===== src/rtl/irq_router.sv =====
module irq_router #(
  parameter int NSRC  = 32,
  parameter int CPU_W = 5,
  parameter int VEC_W = 6,
  parameter int AW    = 11,
  parameter int DW    = 32
) (
  input  logic             clk,
  input  logic             rst_n,
  input  logic             bus_sel,
  input  logic             bus_wr,
  input  logic [AW-1:0]    bus_addr,
  input  logic [DW-1:0]    bus_wdata,
  output logic [DW-1:0]    bus_rdata,
  output logic             bus_err,
  input  logic [NSRC-1:0]  dev_irq,
  output logic             post_valid,
  output logic [CPU_W-1:0] post_cpu,
  output logic [VEC_W-1:0] post_vec
);
  localparam int IW = $clog2(NSRC);

  logic [CPU_W-1:0] cpu_q [NSRC];
  logic [VEC_W-1:0] vec_q [NSRC];
  logic [NSRC-1:0]  mask_q, pend_q, req_q;
  logic [IW-1:0]    post_src_q;

  logic [NSRC-1:0] live, gnt_vec;
  logic [IW-1:0]   gnt_idx;
  logic            gnt_any;

  assign live    = req_q | (dev_irq & ~mask_q);
  assign gnt_any = |live;
  assign gnt_vec = gnt_any ? (NSRC'(1) << gnt_idx) : '0;

  always_comb begin
    gnt_idx = '0;
    for (int i = NSRC-1; i >= 0; i--)
      if (live[i]) gnt_idx = IW'(i);
  end

  logic          ctl_sel, hit;
  logic [IW-1:0] idx;
  logic [DW-1:0] rd_mux;

  assign ctl_sel = bus_addr[AW-1];
  assign idx     = bus_addr[IW+2:3];
  assign hit     = (bus_addr[AW-2:IW+3] == '0) && (bus_addr[2:0] == 3'd0);
  assign rd_mux  = ctl_sel ? DW'({mask_q[idx], 1'b0, pend_q[idx]})
                           : ((DW'(cpu_q[idx]) << 8) | DW'(vec_q[idx]));

  always_ff @(posedge clk or negedge rst_n) begin
    if (!rst_n) begin
      mask_q     <= '1;
      pend_q     <= '0;
      req_q      <= '0;
      for (int i = 0; i < NSRC; i++) begin
        cpu_q[i] <= '0;
        vec_q[i] <= '0;
      end
      post_valid <= 1'b0;
      post_cpu   <= '0;
      post_vec   <= '0;
      post_src_q <= '0;
      bus_rdata  <= '0;
      bus_err    <= 1'b0;
    end else begin
      bus_err   <= bus_sel & ~hit;
      bus_rdata <= (bus_sel && !bus_wr && hit) ? rd_mux : '0;
      if (bus_sel && bus_wr && hit) begin
        if (!ctl_sel) begin
          cpu_q[idx] <= bus_wdata[8 +: CPU_W];
          vec_q[idx] <= bus_wdata[VEC_W-1:0];
        end else begin
          mask_q[idx] <= bus_wdata[2];
          if (bus_wdata[1]) pend_q[idx] <= 1'b0;
        end
      end
      req_q      <= live & ~gnt_vec;
      post_valid <= gnt_any;
      if (gnt_any) begin
        mask_q[gnt_idx] <= 1'b1;
        pend_q[gnt_idx] <= 1'b1;
        post_cpu        <= cpu_q[gnt_idx];
        post_vec        <= vec_q[gnt_idx];
        post_src_q      <= gnt_idx;
      end
    end
  end


  acc_sets_state_chk: assert property (@(posedge clk) disable iff (!rst_n)
    post_valid |-> (mask_q[post_src_q] && pend_q[post_src_q]));


  backlog_chk: assert property (@(posedge clk) disable iff (!rst_n)
    (req_q != '0) |-> post_valid);


  lowest_first_chk: assert property (@(posedge clk) disable iff (!rst_n)
    (req_q != '0) |-> ((req_q & ((NSRC'(1) << post_src_q) | ((NSRC'(1) << post_src_q) - NSRC'(1)))) == '0));


  err_zero_chk: assert property (@(posedge clk) disable iff (!rst_n)
    bus_err |-> (bus_rdata == '0));


  err_cause_chk: assert property (@(posedge clk) disable iff (!rst_n)
    bus_err |-> $past(bus_sel));
endmodule


===== config.mk =====
export PLATFORM = sky130hd
export DESIGN_NAME = irq_router
export DESIGN_NICKNAME = d
export VERILOG_FILES = /design/src/rtl/irq_router.sv
export SDC_FILE = /design/constraint.sdc
export NUM_CORES = 1
export LEC_CHECK = 0
export BUFFER_PORTS_ARGS = -buffer_cell sky130_fd_sc_hd__buf_2
export CELL_PAD_IN_SITES_DETAIL_PLACEMENT = 1
export CELL_PAD_IN_SITES_GLOBAL_PLACEMENT = 1
export CORE_MARGIN = 8
export CORE_UTILIZATION = 40
export DETAILED_ROUTE_END_ITERATION = 10
export PLACE_DENSITY_LB_ADDON = 0.3
export SYNTH_ARGS = -nofsm -noshare
export SYNTH_HDL_FRONTEND = slang
export SYNTH_SLANG_ARGS = --single-unit

===== constraint.sdc =====
create_clock -name clk -period 7.6 [get_ports clk]
set_input_delay 1.14 -clock clk [delete_from_list [all_inputs] [get_ports clk]]
set_output_delay 1.14 -clock clk [all_outputs]
set_load 0.05 [all_outputs]

# [Word-level counts from Yosys, hierarchy flattened]
# Index checks and enable logic that the tools add are counted.
[word_totals] register_bits=474 output_inout_bits=45 in_bits=79 word_cells=177
[op_classes] order_cmp=7 mux=69 n_shift=1 bitwise=15 n_reduce_logical=13
[ops] op="$mux 32" n=8
[ops] op="$bwmux 192" n=1
[ops] op="$mux 5" n=37
[ops] op="$bwmux 160" n=1
[ops] op="$and 32x32->32" n=3
[ops] op="$not 32->32" n=3
[ops] op="$or 32x32->32" n=3
[ops] op="$bmux 6 s5" n=2
[ops] op="$bmux 5 s5" n=2
[ops] op="$bwmux 32" n=1
[ops] op="$reduce_or 32->1" n=1
[ops] op="$shl 1x5->32 const A" n=1
[ops] op="$demux 6 s5" n=1
[ops] op="$mux 6" n=5
[ops] op="$mux 13" n=2
[ops] op="$demux 5 s5" n=1
[ops] op="$or 13x6->13" n=1
[ops] op="$ge 6x6->1 const B" n=2
[ops] op="$lt 5x6->1 const B" n=2
[ops] op="$not 5->6" n=2
[ops] op="$bmux 1 s5" n=2
[ops] op="$demux 1 s5" n=2
[ops] op="$ge 5x1->1 const B" n=2
[ops] op="$logic_and 1x1->1" n=8
[ops] op="other kinds (8)" n=12

# [Depth between registers and ports, before layout]
# Gate-level depths: netlist of run 1.
[logic_depth] depth_word=41 depth_mapped=13 ltp_nobuf=10

# [Worst setup path after synthesis of run 1]
# OpenSTA, ideal clock, no wires.
[synth_path] path_kind="in2reg" startpoint="input dev_irq[3]" endpoint="register post_vec[1]" arrival_ps=3778 cell_stages=12 setup_time_ps=126 required_time_ps=7474 n_path_buf=2 setup_slack_ps=3696 path_cell_list="nor2b_1 -> or4_4 -> a221oi_4 -> nand2_2 -> o21a_1 -> nand3_2 -> buf_6 -> buf_6 -> mux2_4 -> a222oi_1 -> nand4_1 -> o32a_1"
[synth_via] elab_chain_cells=10 word_cells_on_any_way=11 classes_between="mux (7); bitwise (3); reduce/logical (1)"
[synth_rtl] item="start: declaration" line="16" text="input logic [NSRC-1:0] dev_irq,"
[synth_rtl] item="$and 32x32->32 *" line="32" text="assign live = req_q | (dev_irq & ~mask_q);"
[synth_rtl] item="$or 32x32->32 *" line="32"
[synth_rtl] item="$mux 5 (4 in series)" line="39" text="if (live[i]) gnt_idx = IW'(i);"
[synth_rtl] item="$not 5->6 (not written as such)" line="85" text="post_vec <= vec_q[gnt_idx];"
[synth_rtl] item="$bmux 6 s5" line="85"
[synth_rtl] item="$mux 6 (not written as such) (2 in series)" line="85"
[synth_rtl] item="end signal: assignment" line="85"
[synth_rtl] item="end: declaration" line="19" text="output logic [VEC_W-1:0] post_vec"
# Mark *: on every way between the ends. The rest lies on a longest branch, timed or not. The select of a mux whose other input is x is not followed.
# A chain may end at the register's enable or synchronous reset.

# [Worst setup path in the final report of run 1]
[layout_path] startpoint="input dev_irq[3]" endpoint="register post_cpu[1]"
[layout_via] elab_chain_cells=10 word_cells_on_any_way=11 classes_between="mux (7); bitwise (3); reduce/logical (1)"
[layout_rtl] item="$and 32x32->32 *" line="32"
[layout_rtl] item="$or 32x32->32 *" line="32"
[layout_rtl] item="$mux 5 (4 in series)" line="39"
[layout_rtl] item="$not 5->6 (not written as such)" line="84" text="post_cpu <= cpu_q[gnt_idx];"
[layout_rtl] item="$bmux 5 s5" line="84"
[layout_rtl] item="$mux 5 (not written as such) (2 in series)" line="84"
[layout_rtl] item="end signal: assignment" line="84"
[layout_rtl] item="end: declaration" line="18" text="output logic [CPU_W-1:0] post_cpu,"
# Marks and branches as above.

==> results.toml, run 1 <==
[grt]
grt_pass1_wl_um = 145000
grt_pass1_vias = 20713
grt_overflow = 0
grt_max_degree = 153
grt.total_usage_pct = 27.3
antenna_found_initial = 2

[power_and_ir_drop]
intPower_uw = 4780
ir_drop_v = 0.000361
p_seq_share_pct = 35.2
switching_power_uw = 2750
p_comb_share_pct = 28.2
clockPowerShare_pct = 36.5
sw_frac_of_total_pct = 36.6
p_leak_uw = 0.0127
p_per_area_mw_per_mm2 = 264

[synthesis]
yosys.cell_types.count = 94
syn_avg_cell_area_um2 = 12.1
yosysSeqAreaShare_pct = 46.7
synth_top_family_by_area = "multiplexers"
synthAdderAreaFrac_pct = 0
synth_compound_area_share_pct = 9.59
synth_flop_cell = "dfrtp_1"
synthMuxAreaShare_pct = 30.1
synth_edf_count = 0
synth-simple-area-share_pct = 9.51
netlist_instances = 2101
syn_area_mm2 = 0.0254
synth_xor_area_share_pct = 0
async_reset_ff_share_pct = 100
synth-seq-cells = 472
yosysWarnings = 0

[sta]
fmaxAchievable_ghz = 0.213
timing.final.crit_share_pct = 61.6
hold_viol = 0
layout_min_cycle_time_ns = 4.68
rsz0062_at_grt = "false"
max_slew_margin_pct = 9.20
tightestPinTransition_ns = 1.36
holdWs_ns = 0.493
skew_ns = 0.0166
setup_tns_ns = 0
finalMaxSlewViolations = 0
setup_viol = 0

[critical_path]
cp_cell_sequence = "buf_2 > nor2b_1 > a2111oi_2 > nand4b_1 > nor4b_1 > nor2b_1 > buf_4 > nand2_1 > buf_4 > nor2_1 > a21oi_1 > a31oi_1"
startpoint = "dev_irq[3]"
critical-path-max-stage-delay_ns = 0.67
crit_type = "input pin to flop"
arrival_ns = 5.23
startpoint_type = "input pin"
r2r-start = "mask_q[2]"
worstRegToRegCells = 11
critPathRequiredTime_ns = 8.15
end_kind = "flop"
critPathMaxFanout = 10
endpoint = "post_cpu[1]"
cp_slowest_cell = "nor2_1"
reg2reg_to = "post_cpu[1]"
r2r_slack_ns = 2.97

[detailed_routing]
firstDrtPassIters = 5
viasPerCell = 6.41
drtIter0Drc = 1754
wl_um = 98800
final_antenna_net_count = 0
via_count = 19469
drc_errors = 0
wire_per_inst_um = 32.5

[die]
die_h_um = 268
initial_core_util_pct = 40.3
dieArea_mm2 = 0.0718
core-area_mm2 = 0.0630
num_rows = 92
dieWidth_um = 268
ios = 124

[place]
dp_hpwl_um = 64400
portBuffers = 81
gp_congestion = 0.893
dpl_cell_area_mm2 = 0.0266

[clock_tree]
clock-root-buffer = "clkbuf_16"
cts_tree = "done"
cts-hold-fix-buffers = 0
insertion_delay_ns = 0.63
ctsResizeCount = 0
cts.htree.levels = 2
cts.sinks = 472
path_clk_slew_ns = 0.06
post_cts_buffers = 0
clk_path_buf_depth = 3
cts_buffers = 53

[finish]
final_area_mm2 = 0.0285
register_area_mm2 = 0.0119
drive_gt1_share_pct = 36.8
areaGrowthSynthToFinish_pct = 12.2
multi_input_area_mm2 = 0.0126
nets = 2224
nFillCells = 6601

[flow_run]
cap_violations = 0

[run_status]
status = "completed"

[worst_hold_path]
hp-class = "flop to flop"
hold_depth = 2
-- cells in the mapped netlist (all sizes together) (3+ instances only) --
library cell  number  area, um^2
dfrtp            440       11000
mux2             370        4170
nand2            199         764
buf              111         656
mux2i            107        1070
mux4             107        2410
o21ai             87         447
nor2              84         325
clkbuf            77         289
nand3             76         390
a21oi             56         288
nor2b             33         209
dfstp             32         841
a22oi             31         233
inv               22        82.6
a31oi             20         125
nand4             20         125
a221oi            17         179
a2111oi           16         209
a22o              13         114
and2              12        75.1
o22ai             12        75.1
nor4              11        96.3
a211oi            10        80.1
and3              10        62.6
o211ai            10        80.1
or2                8        50.1
nand2b             7        43.8
nor3               7        46.3
o22a               7        61.3
o32a               7        70.1
or4                7        56.3
a21boi             6        45.0
o21a               6        45.0
a21o               5        37.5
o221ai             5        43.8
o31ai              5        37.5
nor3b              4        30.0
a222oi             3        30.0
a311oi             3        26.3
nor4b              3        32.5
-- area by class of cell --
type,count,area share (%)
Inverter,23,0.303
Timing Repair Buffer,156,3.52
Tap cell,846,3.71
Clock buffer,79,5.46
Multi-Input combinational cell,1439,44.4
Sequential cell,472,41.6
Antenna cell,2,0.0176
Clock inverter,21,1.02
-- critical path: cells and delay by family --
kind            cells  cell delay [ns]
buf+inv             3             0.74
compound gates      3             0.85
simple gates        6             2.49
-- metrics by stage --
step           utilization (%)  cells  setup slack, ns  total power (uW)
2_1_floorplan                -   2122             3.70              4070
5_1_grt                   45.2   3036             2.87              7730
4_1_cts                   45.2   3036             3.02              7550
6_report                  45.3   3038             2.92              7530
3_3_place_gp              42.3   2936             2.46              4770
3_5_place_dp              42.3   2936             2.41              4790
-- layout by cell type, fill, tap and decap left out, types with 54 or more instances in the layout --
| cell type | count |
|---|---|
| a21oi_1 | 54 |
| buf_2 | 78 |
| nand2_1 | 196 |
| nor2_1 | 75 |
| mux2_2 | 366 |
| mux2i_1 | 107 |
| clkbuf_16 | 54 |
| o21ai_0 | 83 |
| dfrtp_1 | 440 |
| buf_4 | 74 |
| nand3_1 | 74 |
| mux4_2 | 107 |
-- how the worst min path moves through the flow --
stage	from	to	slack (ns)
after floorplan	mask_q[16]	mask_q[16]	0.47
after global placement	pend_q[7]	pend_q[7]	0.48
after detailed placement	mask_q[0]	mask_q[0]	0.49
after CTS	mask_q[0]	mask_q[0]	0.50
after global routing	mask_q[23]	mask_q[23]	0.52
final	mask_q[0]	mask_q[0]	0.49
-- routing by layer --
metal	GRT usage (%)	vias up	share of wire (%)
li1	-	7865	-
met5	0	-	0
met4	13.3	0	5.6
met3	6.37	286	8.4
met2	43.8	922	47
met1	34.6	10396	39
-- state kept, by name, indices dropped and copies added, names as in the netlist --
| name | count |
|---|---|
| vec_q | 192 |
| cpu_q | 160 |
| mask_q | 32 |
| pend_q | 32 |
| req_q | 32 |
| bus_rdata | 11 |
| post_vec | 6 |
| post_cpu | 5 |
| bus_err | 1 |
| post_valid | 1 |
-- cells by family after synthesis --
family / after synthesis
AO/OA/AOI/OAI: 339
buffers and inverters: 211
flip-flops: 472
multiplexers: 584
other: 1
AND/OR/NAND/NOR: 494
-- power by group through the flow --
stage,registers [uW],clock network [uW],logic (uW)
finish,2650,2750,2130
global route,2660,2880,2190
CTS,2650,2790,2110
detailed placement,2700,0,2100
global placement,2690,0,2080
floorplan,2730,0,1340
Power figures use the tool's default switching activity.
==> inputs of run 2 (changes only) <==
Settings changed: ABC_AREA from default to 1.
Clock period 7.6 ns to 4.1 ns, I/O delays scaled along.
==> run 2 against run 1 <==
Effect of this change:
- flip-flop and latch count is the same
- sequential power increased by 85%
- wire length rose by 3.1%
- non-clock buffer count is 67 higher
- clock-buffer cell count grew 15
- setup slack worse by 2.7 ns
- sequential share of layout area shrank 0.67 points
- clock power is 80% higher
- register-to-register slack worse by 2.8 ns
- global-route usage up 1.1 points
- die area fell by 1.4%
- final cell count rose by 39%
==> results.toml, run 2 <==
[critical_path]
critPathMaxFanout = 37
critical-path-max-stage-delay_ns = 0.54
cp_common_cell = "nand2_1"
cp_slowest_cell = "dfstp_2"
startpoint_type = "flop"
crit_type = "flop to flop"
critPathRequiredTime_ns = 4.60
end_kind = "flop"
arrival_ns = 4.41

[detailed_routing]
wl_met2_um = 47500
firstDrtPassIters = 5
wire_per_inst_um = 24.1
drtIter0Drc = 2219
drc_errors = 0
viasPerCell = 5.96
wl_met1_um = 41500
final_antenna_net_count = 0
dr_wl_met3_um = 6940
top_layer_used = "met5"
wl_um = 102000
via_count = 25143

[grt]
grt_pass1_vias = 27198
grt.total_usage_pct = 28.4
grt_max_degree = 94
grt_overflow = 0
antenna_found_initial = 3
grt_pass1_wl_um = 158000

[synthesis]
syn_area_mm2 = 0.0250
netlist_instances = 3314
synth_edf_count = 0
synth_top_area_share_pct = 44.0
async_reset_ff_share_pct = 100
yosysWarnings = 0
synth_most_common_cell = "nand2_1"
syn_avg_cell_area_um2 = 7.55
yosys.cell_types.count = 34
yosys-top-cells-area = "dfrtp_1 44%, nand2_1 13%, o21ai_0 9.2%"
synth_flop_cell = "dfrtp_1"
yosysSeqAreaShare_pct = 47.4
synth_top_cell_by_area = "dfrtp_1"
synth.top_cells.by_count = "852 x nand2_1, 458 x o21ai_0, 440 x dfrtp_1, 340 x nand3_1, 291 x inv_1"
synth-seq-cells = 472

[finish]
instances_no_fill = 4220
most-common-layout-cells = "839 x nand2_1, 458 x o21ai_0, 440 x dfrtp_1"
final_common_cell = "nand2_1"
drive_gt1_share_pct = 12.0
nets = 3416
reg_top3 = "vec_q: 192 flops, cpu_q: 160 flops"
top_register = "vec_q"
largest_reg_flops = 192
areaGrowthSynthToFinish_pct = 15.8

[flow_run]
cap_violations = 0

[die]
num_rows = 91
die_h_um = 266
ios = 124
core-area_mm2 = 0.0618
dieArea_mm2 = 0.0708
initial_core_util_pct = 40.5
dieWidth_um = 266

[clock_tree]
cts.htree.levels = 2
cts_buffers = 55
cts_tree = "done"
path_clk_slew_ns = 0.06
cts.sinks = 472
clk_path_buf_depth = 3
clock-root-buffer = "clkbuf_16"
insertion_delay_ns = 0.62

[sta]
layout_min_cycle_time_ns = 3.92
setup_tns_ns = 0
holdWs_ns = 0.232
skew_ns = 0.0121
finalMaxSlewViolations = 0
fmaxAchievable_ghz = 0.255
hold_viol = 0
max_slew_margin_pct = 21.3
tightestPinTransition_ns = 1.18
layout_setup_ws_ns = 0.184
rsz0062_at_grt = "true"
setup_viol = 0
timing.final.crit_share_pct = 95.5

[power_and_ir_drop]
finalPower_uw = 15500
p_per_area_mw_per_mm2 = 536
p_leak_uw = 0.0124
ir_drop_v = 0.000400

[worst_hold_path]
hp-class = "input pin to flop"

[run_status]
status = "completed"

[place]
dp_hpwl_um = 65300
gp_congestion = 0.875
dp.cells = 4099
dp_slack_ns = -0.168
portBuffers = 81
-- run 2: changes by cell type after synthesis, moves of 28 or more --
cell / before / now
nand4_1: 20 / 87
nand2_1: 196 / 852
inv_1: 18 / 291
mux4_2: 107 / 0
o21ai_0: 83 / 458
nor2b_1: 32 / 0
o211ai_1: 9 / 110
nor2_1: 82 / 192
nand3b_1: 2 / 30
nand3_1: 74 / 340
mux2_2: 366 / 0
clkbuf_1: 77 / 200
a22oi_1: 31 / 77
mux2i_1: 107 / 0
-- run 2: critical path: cells and delay by family (launching register included) --
kind,cells,cell delay [ns]
and+or+nand+nor,36,2.59
AOI/OAI and AO/OA,2,0.34
DFF,1,0.54
buffers and inverters,2,0.28
-- run 2: area by class of cell --
type / instances / area, um^2
tap: 837 / 1050
timing repair buffer: 223 / 1930
clock buffer: 94 / 1740
inverter: 299 / 1130
clock inverter: 7 / 62.6
antenna: 2 / 5.00
fill: 7565 / 32900
sequential: 472 / 11900
multi-input combinational: 2286 / 11200
-- run 2: cells by family after synthesis --
family | synth area share [%]
other | 0.0150
flip-flops | 47.4
AND/OR/NAND/NOR | 26.1
AO/OA/AOI/OAI | 17.2
buffers and inverters | 9.31
-- run 2: through the flow --
stage / cell area [um^2] / utilization (%)
after CTS: 28700 / 46.3
after global routing: 29000 / 46.8
after floorplan: 25100 / -
after detailed placement: 26700 / 43.2
after global placement: 26700 / 43.2
final: 29000 / 46.8
-- run 2: final timing paths --
check / start / endpoint / slack, ns / cells past startpoint
setup / recovery: mask_q[30] / post_vec[4] / 0.18 / 40
hold / removal: bus_sel / bus_err / 0.23 / 3
setup reg to reg: mask_q[30] / post_vec[4] / 0.18 / 40
hold reg to reg: vec_q[125] / vec_q[125] / 0.49 / 2
max in group asynchronous: rst_n / cpu_q[21] / 2.30 / 4
min in group asynchronous: rst_n / req_q[27] / 0.58 / 2
-- run 2: what timing repair did --
item / CTS / global route
setup buffers: 4 / 11
setup endpoints to repair: 6 / 34
cloned: 3 / 1
hold buffers: 1 / 0
gates resized for setup: 10 / 61
pin swaps: 3 / 20
hold endpoints to repair: 23 / 0
-- run 2: layer usage --
metal / GRT usage (%) / vias to the layer above
met2: 46.5 / 1074
met3: 4.19 / 316
li1: - / 11091
met1: 35.6 / 12660
met5: 0 / -
met4: 16.6 / 2
-- run 2: power by group --
| part | leakage, uW | switching, uW | internal, uW |
|---|---|---|---|
| sequential | 0.00628 | 95.2 | 4800 |
| clock | 0.000882 | 2040 | 2910 |
| combinational | 0.00521 | 3990 | 1680 |
| total | 0.0124 | 6130 | 9390 |
